`config.mk`:
```
export PLATFORM = sky130hd
export DESIGN_NAME = gpio_edge_irq
export DESIGN_NICKNAME = d
export VERILOG_FILES = /design/src/rtl/gpio_edge_pkg.sv /design/src/rtl/gpio_trig_regs.sv /design/src/rtl/gpio_pin_front.sv /design/src/rtl/gpio_edge_det.sv /design/src/rtl/gpio_edge_irq.sv
export SDC_FILE = /design/constraint.sdc
export NUM_CORES = 1
export LEC_CHECK = 0
export CELL_PAD_IN_SITES_DETAIL_PLACEMENT = 2
export CELL_PAD_IN_SITES_GLOBAL_PLACEMENT = 2
export CORE_MARGIN = 2
export CORE_UTILIZATION = 40
export DETAILED_ROUTE_END_ITERATION = 7
export DONT_BUFFER_PORTS = 1
export PLACE_DENSITY_LB_ADDON = 0.1
export SLEW_MARGIN = 25
export SYNTH_ARGS = -nofsm -noshare
export SYNTH_HDL_FRONTEND = slang
export SYNTH_SLANG_ARGS = --single-unit
```
`constraint.sdc`:
```
create_clock -name clk -period 1.3 [get_ports clk]
set_clock_uncertainty 0.05 [all_clocks]
set_input_delay 0.26 -clock clk [delete_from_list [all_inputs] [get_ports clk]]
set_output_delay 0.26 -clock clk [all_outputs]
set_load 0.1 [all_outputs]
```
`src/rtl/gpio_edge_pkg.sv`:
```
package gpio_edge_pkg;
  // Position of each write strobe inside wr_stb
  typedef enum int {
    STB_SET_RISE = 0,
    STB_CLR_RISE = 1,
    STB_SET_FALL = 2,
    STB_CLR_FALL = 3
  } stb_idx_e;

  localparam int NUM_STB  = 4;
  localparam int NUM_TRIG = 2;  // 0: rising enables, 1: falling enables
endpackage

```
`src/rtl/gpio_trig_regs.sv`:
```
module gpio_trig_regs
  import gpio_edge_pkg::*;
#(
  parameter int NPINS = 8
) (
  input  logic                 clk,
  input  logic                 rst,
  input  logic [NUM_STB-1:0]   wr_stb,
  input  logic [NPINS-1:0]     wr_data,
  output logic [NPINS-1:0]     rise_en,
  output logic [NPINS-1:0]     fall_en
);
  logic [NPINS-1:0] trig_q [NUM_TRIG];

  for (genvar g = 0; g < NUM_TRIG; g++) begin : g_trig
    localparam int SET_IDX = 2 * g;
    localparam int CLR_IDX = 2 * g + 1;
    logic [NPINS-1:0] set_mask;
    logic [NPINS-1:0] clr_mask;

    assign set_mask = wr_stb[SET_IDX] ? wr_data : '0;
    assign clr_mask = wr_stb[CLR_IDX] ? wr_data : '0;

    always_ff @(posedge clk) begin
      if (rst) trig_q[g] <= '0;
      else     trig_q[g] <= (trig_q[g] | set_mask) & ~clr_mask;
    end


    set_hits_chk: assert property (@(posedge clk) disable iff (rst)
      (wr_stb[SET_IDX] && !wr_stb[CLR_IDX]) |=>
        ((trig_q[g] & $past(wr_data)) == $past(wr_data)));


    clr_hits_chk: assert property (@(posedge clk) disable iff (rst)
      wr_stb[CLR_IDX] |=> ((trig_q[g] & $past(wr_data)) == '0));


    idle_hold_chk: assert property (@(posedge clk) disable iff (rst)
      (!wr_stb[SET_IDX] && !wr_stb[CLR_IDX]) |=> $stable(trig_q[g]));
  end

  assign rise_en = trig_q[0];
  assign fall_en = trig_q[1];
endmodule

```
`src/rtl/gpio_pin_front.sv`:
```
module gpio_pin_front #(
  parameter int NPINS       = 8,
  parameter int SYNC_STAGES = 2
) (
  input  logic             clk,
  input  logic             rst,
  input  logic [NPINS-1:0] pin_in,
  input  logic [NPINS-1:0] out_val,
  input  logic [NPINS-1:0] out_en,
  output logic [NPINS-1:0] level_o
);
  localparam int LAST = SYNC_STAGES - 1;

  logic [NPINS-1:0] sync_q [SYNC_STAGES];

  for (genvar s = 0; s < SYNC_STAGES; s++) begin : g_sync
    if (s == 0) begin : g_first
      always_ff @(posedge clk) begin
        if (rst) sync_q[s] <= '0;
        else     sync_q[s] <= pin_in;
      end
    end else begin : g_next
      always_ff @(posedge clk) begin
        if (rst) sync_q[s] <= '0;
        else     sync_q[s] <= sync_q[s-1];
      end
    end
  end

  // Observed level is taken after the output-enable mux
  always_comb begin
    for (int i = 0; i < NPINS; i++) begin
      level_o[i] = out_en[i] ? out_val[i] : sync_q[LAST][i];
    end
  end
endmodule

```
`src/rtl/gpio_edge_det.sv`:
```
module gpio_edge_det #(
  parameter int NPINS = 8
) (
  input  logic             clk,
  input  logic             rst,
  input  logic [NPINS-1:0] level_i,
  input  logic [NPINS-1:0] rise_en,
  input  logic [NPINS-1:0] fall_en,
  output logic [NPINS-1:0] irq_o,
  output logic [NPINS-1:0] evt_o
);
  logic [NPINS-1:0] prev_q;
  logic [NPINS-1:0] hit;

  for (genvar p = 0; p < NPINS; p++) begin : g_pin
    logic went_up;
    logic went_down;
    assign went_up   =  level_i[p] & ~prev_q[p];
    assign went_down = ~level_i[p] &  prev_q[p];
    assign hit[p]    = (rise_en[p] & went_up) | (fall_en[p] & went_down);
  end

  always_ff @(posedge clk) begin
    if (rst) begin
      prev_q <= '0;
      irq_o  <= '0;
      evt_o  <= '0;
    end else begin
      prev_q <= level_i;
      irq_o  <= hit;
      evt_o  <= hit;
    end
  end


  no_cfg_no_pulse_chk: assert property (@(posedge clk) disable iff (rst)
    (irq_o & ~$past(rise_en | fall_en)) == '0);


  fall_only_chk: assert property (@(posedge clk) disable iff (rst)
    (irq_o & $past(~rise_en & fall_en & level_i & ~prev_q)) == '0);


  rise_only_chk: assert property (@(posedge clk) disable iff (rst)
    (irq_o & $past(rise_en & ~fall_en & ~level_i & prev_q)) == '0);


  evt_match_chk: assert property (@(posedge clk) disable iff (rst)
    irq_o == evt_o);
endmodule

```
`src/rtl/gpio_edge_irq.sv`:
```
module gpio_edge_irq
  import gpio_edge_pkg::*;
#(
  parameter int NPINS       = 8,
  parameter int SYNC_STAGES = 2
) (
  input  logic               clk,
  input  logic               rst,
  input  logic [NUM_STB-1:0] wr_stb,
  input  logic [NPINS-1:0]   wr_data,
  input  logic [NPINS-1:0]   pin_in,
  input  logic [NPINS-1:0]   out_val,
  input  logic [NPINS-1:0]   out_en,
  output logic [NPINS-1:0]   irq_pulse,
  output logic [NPINS-1:0]   dma_evt
);
  logic [NPINS-1:0] rise_en;
  logic [NPINS-1:0] fall_en;
  logic [NPINS-1:0] level;

  gpio_trig_regs #(.NPINS(NPINS)) i_trig (
    .clk     (clk),
    .rst     (rst),
    .wr_stb  (wr_stb),
    .wr_data (wr_data),
    .rise_en (rise_en),
    .fall_en (fall_en)
  );

  gpio_pin_front #(.NPINS(NPINS), .SYNC_STAGES(SYNC_STAGES)) i_front (
    .clk     (clk),
    .rst     (rst),
    .pin_in  (pin_in),
    .out_val (out_val),
    .out_en  (out_en),
    .level_o (level)
  );

  gpio_edge_det #(.NPINS(NPINS)) i_det (
    .clk     (clk),
    .rst     (rst),
    .level_i (level),
    .rise_en (rise_en),
    .fall_en (fall_en),
    .irq_o   (irq_pulse),
    .evt_o   (dma_evt)
  );


  reset_quiet_chk: assert property (@(posedge clk)
    $past(rst) |-> (irq_pulse == '0 && dma_evt == '0));
endmodule

```
# Word-level counts from Yosys, hierarchy flattened
# Memories as Yosys holds them, arrays and structs flattened.
# Cells that the tools add are included.
# word_totals
register_bits	16
ram_bits	32
inputBits	38
out_inout_bits	16
wordCells	89
memories	2
# memory_table
name	words	width	rd	rd_ports_with_merged_regs	wr	line_no	source
i_front.sync_q	2	8	2	0	2	gpio_pin_front.sv:14	logic [NPINS-1:0] sync_q [SYNC_STAGES];
i_trig.trig_q	2	8	2	0	2	gpio_trig_regs.sv:13	logic [NPINS-1:0] trig_q [NUM_TRIG];
# classes
mux	19
n_bitwise	66
# ops
operator	n
$mux W8	8
$and A1 B1 Y1	32
$and A8 B8 Y8	2
$not A1 Y1	16
$not A8 Y8	2
$or A8 B8 Y8	2
$or A1 B1 Y1	12
$mux W1	11

# Logic depth before layout (Yosys ltp)
# Gate-level depths: netlist of the first run.
# logic_depth
word_depth	5
ltp_mapped	3
depth_no_buf	2

# Cells and area by module
# Synthesis of the first run repeated with hierarchy kept, for this count alone.
# unflattened
cells_unflattened	152
area_unflattened_um2	1793.0
# modules_own_cells
module	instances	cells_each	area_per_inst_um2	seq_area_each_um2
gpio_trig_regs	1	54	621.8	320.3
gpio_edge_det	1	57	616.8	320.3
gpio_pin_front	1	41	554.3	320.3

# Least setup slack after synthesis of the first run
# OpenSTA, ideal clock, no wires.
# synth_timing
path_type	register to output
start	reg i_det.irq_o[0]
end	out irq_pulse[0]
arrival_ns	1.356
required_time_ns	0.990
path_slack_ns	-0.366
path_stages_with_launch	2
path_buffers	1
cell_sequence	dfxtp_1 -> buf_4
# synth_rtl
element	line_no	source
start: declaration	gpio_edge_det.sv:9	output logic [NPINS-1:0] irq_o,
start signal: assignment	gpio_edge_det.sv:30	irq_o <= hit;
end: declaration	gpio_edge_irq.sv:14	output logic [NPINS-1:0] irq_pulse,
# No word-level cell between the ends.

# Final worst setup path of the first run
# layout_timing
start	reg i_det.irq_o[6]
end	out irq_pulse[6]
# No word-level cell between the ends.

==> results of run 1 <==
## cells in the mapped netlist
| library cell | instances |
|---|---|
| or3b_1 | 8 |
| dfxtp_1 | 48 |
| buf_4 | 8 |
| a211oi_1 | 16 |
| buf_6 | 1 |
| clkbuf_1 | 1 |
| nand3b_1 | 8 |
| buf_2 | 4 |
| nor2_1 | 8 |
| buf_1 | 4 |
| nor2b_1 | 16 |
| a21oi_1 | 16 |
| mux2i_1 | 16 |
## stage by stage
step	setup WS [ns]	util (%)	cell area [um^2]	power [uW]
after floorplan	0.128	-	1720	1800
after global placement	0.395	45.5	1830	1790
after detailed placement	0.352	45.5	1830	1800
after CTS	0.0251	51.0	2050	2760
after global routing	0.0519	52.3	2110	2880
final	0.0891	52.3	2110	2740
## layer usage
layer  vias to the layer above  wire length, um
met5                         -                0
met4                         0               51
met3                         5              285
met2                        35             2180
met1                       559             1510
li1                        555                -
## how the worst min path moves through the flow
stage,end,slack [ns],cells past startpoint
after detailed placement,i_front.sync_q[0][3],0.29,1
after global routing,i_trig.trig_q[0][4],0.003,1
after CTS,i_trig.trig_q[0][4],0.00008,1
after global placement,i_front.sync_q[0][1],0.29,1
after floorplan,i_trig.trig_q[0][5],0.31,1
final,i_trig.trig_q[0][6],0.01,1
## repair_timing
action	in CTS	in global routing
buffers inserted	0	1
hold buffers	12	5
hold endpoints to repair	40	6
resized for setup	0	2
setup endpoints to repair	0	1
## layout make-up
type	instances	area [um^2]	share of cell area [%]
Sequential cell	48	992	47.1
Clock buffer	8	90.1	4.28
Timing Repair Buffer	25	338	16.0
Multi-Input combinational cell	88	624	29.6
Tap cell	50	62.6	2.97
## cell families (layout without fill, tap and decap cells)
| logic type | Yosys count | count (layout) | share of synthesized area, % |
|---|---|---|---|
| flip-flops | 48 | 48 | 56.8 |
| AND/OR/NAND/NOR | 40 | 40 | 15.4 |
| AO/OA/AOI/OAI | 32 | 32 | 11.8 |
| buffers and inverters | 18 | 33 | 6.51 |
| multiplexers | 16 | 16 | 9.47 |
## sequential cells by signal, summed over array words and instances (netlist names)
signal	flops
i_det.prev_q	8
i_trig.trig_q	16
i_det.irq_o	8
i_front.sync_q	16
## power by group through the flow
| stage | Sequential (uW) | Combinational, uW | Clock, uW |
|---|---|---|---|
| finish | 1560 | 287 | 895 |
| global route | 1570 | 309 | 1010 |
| CTS | 1560 | 272 | 930 |
| detailed placement | 1590 | 212 | 0 |
| global placement | 1590 | 202 | 0 |
| floorplan | 1620 | 178 | 0 |
==> impl_results.md, run 1 <==
- Worst setup EP type: output port
- Met2 Use GR: 32.8%
- Crit path arrival time: around 0.9 ns
- P per Cell Area: 1300 nW/um^2
- Syn. warnings: 0
- Vias: 1154
- Setup CP Type: register to output port
- Slew margin rel.: 77.8%
- Delay-heaviest family, CP: flip-flops
- RSZ-0062 raised after global routing: false
- Site row count: 23
- R2R Path End: i_front.sync_q[1][1]
- Clock share of power: 32.7%
- Vias in the first global route: 1350
- Final WL: 4030 um
- Minimum clock period: 1.21 ns
- Die W: 69.0 um
- Die Span Y: ~70 um
- Register bit total from synthesis: 48
- Hold WS: 0.0139 ns
- Yosys top cell area share: approximately 57%
- Root Driver: clkbuf_8
- Synthesis-to-layout area growth: 24.6%
- Antenna Nets Post-Route: 0
- Flop2flop setup slack: 0.18 ns
- Critical-path maximum fanout: 2
- Routed len/inst: 18.4 um
- Final Max Tran Viols: 0
- Final nets: ~210
- Ports: 54
- First-pass GRT wire length: roughly 6500 um
- Post-Route Setup TNS: 0 ns
- Overflow left after global routing: 0
- Post-DP HPWL: 2400 um
- Core area: just over 4000 um^2
- Post-Layout Cell Count: 219
- CP Buf/Inv Count: 1
- Crit-path cells: buf_12
- Flop pwr share: 56.9%
- Switch share: 23.8%
- Clock sinks: 48
- GRT busiest layer: met2
- M3 GR Usage: 8.04%
- CP Data Required Time: 0.99 ns
- Gate power share: 10.5%
- Max-cap violations: 0
- HP Class: input port to register
- Detailed Routing Iterations Pass 1: 2
- R2R cell count: 2
- Slowest-stage cell, CP: dfxtp_4
- Total CTS buffers: 5
- Worst skew pair latency: 0.30 ns
- Worst setup endpoint: irq_pulse[6]
- Setup-failing EPs final: 0
- Hold Startpoint: wr_data[6]
- Synth top area cells: dfxtp_1, mux2i_1, a211oi_1
- Dpl cells: 194
- Max IR drop VDD: 616 uV
- H-tree levels: 2
- Net count after synthesis: 192
- Vias per Instance: around 5.3
- WP depth: 1
- Setup crit start: i_det.irq_o[6]
- RePlAce Congestion: approximately 0.65
- Status: finished, final reports clean
- CTS tree: yes
- Static Leak: 0.000802 uW
- Cell taking the most area after synthesis: dfxtp_1
- Initial DRC count: 19
- Synth unique cells: 13
- Pin count of the biggest net entering global routing: 38
- Layout cells sized above 1: roughly 15%
- Cells after synthesis: 154
- Post-Syn Area: between 1500 and 2000 um^2
- Met1 Use GR: 16.8%
- Synthesized area per cell: 11.0 um^2
- Number of port buffers: 0
- Slowest Stage Delay on Critical Path: 0.36 ns
- Internal power: ~2100 uW
- Initial antenna violation count: 0
- Sequential-to-total area share from yosys stat: roughly 57%
- Worst-path clk slew: 0.08 ns
- GRT Total Usage: 17.6%
- Worst Setup Start Kind: register
- Drt drc: 0
- Most frequent cells in the layout: dfxtp_1, nor2b_1, a21oi_1, a211oi_1
- Total die area: 4770 um^2
- Final Hold Vio Count: 0
- Most common cell after layout, fill and taps aside: dfxtp_1
- RR Startpoint: i_front.sync_q[0][1]
- Fillers: 420
- Tcrit/Tclk final: 93.1%
- Starting Density: 42.0%
- N_diodes: 0
- Least-Margin Pin Slew: between 0.3 and 0.4 ns
- Worst-case clock buffer depth: 2
- Sw power: approximately 650 uW
- Fmax achieved: 826 MHz
(Power assumes the default switching activity.)
==> run 2, diff against run 1 <==
--- a/config.mk
+++ b/config.mk
@@ -12,6 +12,7 @@
 export DETAILED_ROUTE_END_ITERATION = 7
 export DONT_BUFFER_PORTS = 1
 export PLACE_DENSITY_LB_ADDON = 0.1
+export SKIP_CTS_REPAIR_TIMING = 1
 export SLEW_MARGIN = 25
 export SYNTH_ARGS = -nofsm -noshare
 export SYNTH_HDL_FRONTEND = slang
==> impl_results.md, run 2 (same netlist as run 1, synthesis figures left out) <==
- Ports: 54
- Slew margin rel.: 79.7%
- Worst-case clock buffer depth: 2
- Antenna Nets Post-Route: 0
- GRT busiest layer: met2
- First-pass GRT wire length: between 5000 and 6000 um
- Fillers: between 400 and 500
- Detailed Routing Iterations Pass 1: 3
- Hold Startpoint: wr_stb[1]
- Site row count: 23
- Initial DRC count: 10
- Multi-input logic area: 621 um^2
- Tcrit/Tclk final: 93.8%
- Vias in the first global route: about 1200
- R2R Path End: i_front.sync_q[1][3]
- Minimum clock period: between 1 and 1.5 ns
- Design area: 2060 um^2
- Root Driver: clkbuf_8
- GRT Total Usage: 15.1%
- Vias: approximately 1100
- P per Cell Area: 1320 nW/um^2
- Worst skew pair latency: 0.30 ns
- R2R cell count: 2
- Most common cell after layout, fill and taps aside: dfxtp_1
- Max IR drop VDD: 615 uV
- Initial antenna violation count: 0
- Routed len/inst: about 18 um
- Layout cells sized above 1: 13.9%
- Final WL: slightly below 4000 um
- CP Buf/Inv Count: 1
- Clock sinks: 48
- Static Leak: between 0.0007 and 0.0008 uW
- Register area: between 900 and 1000 um^2
- Delay-heaviest family, CP: flip-flops
- Synthesis-to-layout area growth: 22.0%
- Number of port buffers: 0
- Final Max Tran Viols: 0
- Die W: 69.0 um
- Area after DPL: 1830 um^2
- Flop2flop setup slack: 0.17 ns
- Final nets: 202
- Pin count of the biggest net entering global routing: 57
- HP Class: input port to register
- CTS tree: yes
- Worst Setup Start Kind: register
- RR Startpoint: i_front.sync_q[0][3]
- M3 GR Usage: 8.63%
- WP depth: 1
- Worst-path clk slew: 0.09 ns
- Cells on Worst Hold Path: 1
- Final Hold Vio Count: 0
- H-tree levels: 2
- Fmax achieved: 820 MHz
- RePlAce Congestion: 0.652
- Most frequent cells in the layout: dfxtp_1, nor2b_1, a21oi_1, a211oi_1, mux2i_1
- Slowest Stage Delay on Critical Path: between 0.3 and 0.4 ns
- Critical-path maximum fanout: 2
- Core area: 4030 um^2
- CP Data Required Time: between 0.9 and 1 ns
- Total CTS buffers: 5
- Hold Path Sink: i_trig.trig_q[0][6]
- N_diodes: 0
- Vias per Instance: 5.33
- Biggest regs: i_front.sync_q x16, i_trig.trig_q x16
- Crit path arrival time: 0.91 ns
- Overflow left after global routing: 0
- RSZ-0062 raised after global routing: false
- Drt drc: 0
- Max-cap violations: 0
- Slowest-stage cell, CP: dfxtp_4
- Status: finished, final reports clean
- Least-Margin Pin Slew: 0.295 ns
- Setup crit start: i_det.irq_o[3]
- Setup-failing EPs final: 0
- Met1 Use GR: 13.4%
- Worst setup EP type: output port
- Setup CP Type: register to output port
- Post-DP HPWL: around 2400 um
- Total die area: roughly 4800 um^2
- Starting Density: 42.0%
- Met2 Use GR: 27.7%
- Die Span Y: 69.0 um
- Crit-path cells: buf_12
- Post-Route Setup TNS: 0 ns
## run 2: changes by cell type in the layout (fill, tap and decap cells not counted), sizes merged
cell         change
buf              -1
dlygate4sd3      -3
## run 2: final cells by class
cell class / count / share of cell area, %
sequential: 48 / 48.0
clock buffer: 8 / 4.36
timing repair buffer: 21 / 14.5
tap: 50 / 3.03
multi-input combinational: 88 / 30.1
## run 2: how the worst max path moves through the flow
stage	end	slack (ns)
2_1_floorplan	irq_pulse[0]	0.13
3_3_place_gp	i_det.irq_o[0]	0.40
3_5_place_dp	i_det.irq_o[6]	0.35
4_1_cts	dma_evt[5]	0.08
5_1_grt	dma_evt[3]	0.05
6_report	dma_evt[3]	0.08
## run 2: power breakdown
group	internal (uW)	leakage [uW]	switching [uW]	total (uW)
Combinational	117	0.000342	155	272
Sequential	1530	0.000401	31.3	1560
Clock	434	0.0000455	459	893
Total	2080	0.000789	645	2720
## run 2: per-layer routing
layer	wire [um]	share of wire [%]	vias to the layer above
li1	-	-	549
met2	2120	55	36
met3	255	6.6	4
met1	1430	37	556
met5	0	0	-
met4	43	1.1	0
## run 2: through the flow
| stage | hold WS [ns] | instances | total power (uW) | utilization [%] | setup WS [ns] |
|---|---|---|---|---|---|
| after detailed placement | 0.290 | 194 | 1800 | 45.5 | 0.352 |
| after CTS | -0.0371 | 202 | 2700 | 47.8 | 0.0760 |
| after floorplan | 0.306 | 154 | 1800 | - | 0.128 |
| final | 0.00578 | 215 | 2720 | 51.2 | 0.0809 |
| after global routing | -0.000880 | 215 | 2860 | 51.2 | 0.0488 |
| after global placement | 0.287 | 194 | 1790 | 45.5 | 0.395 |
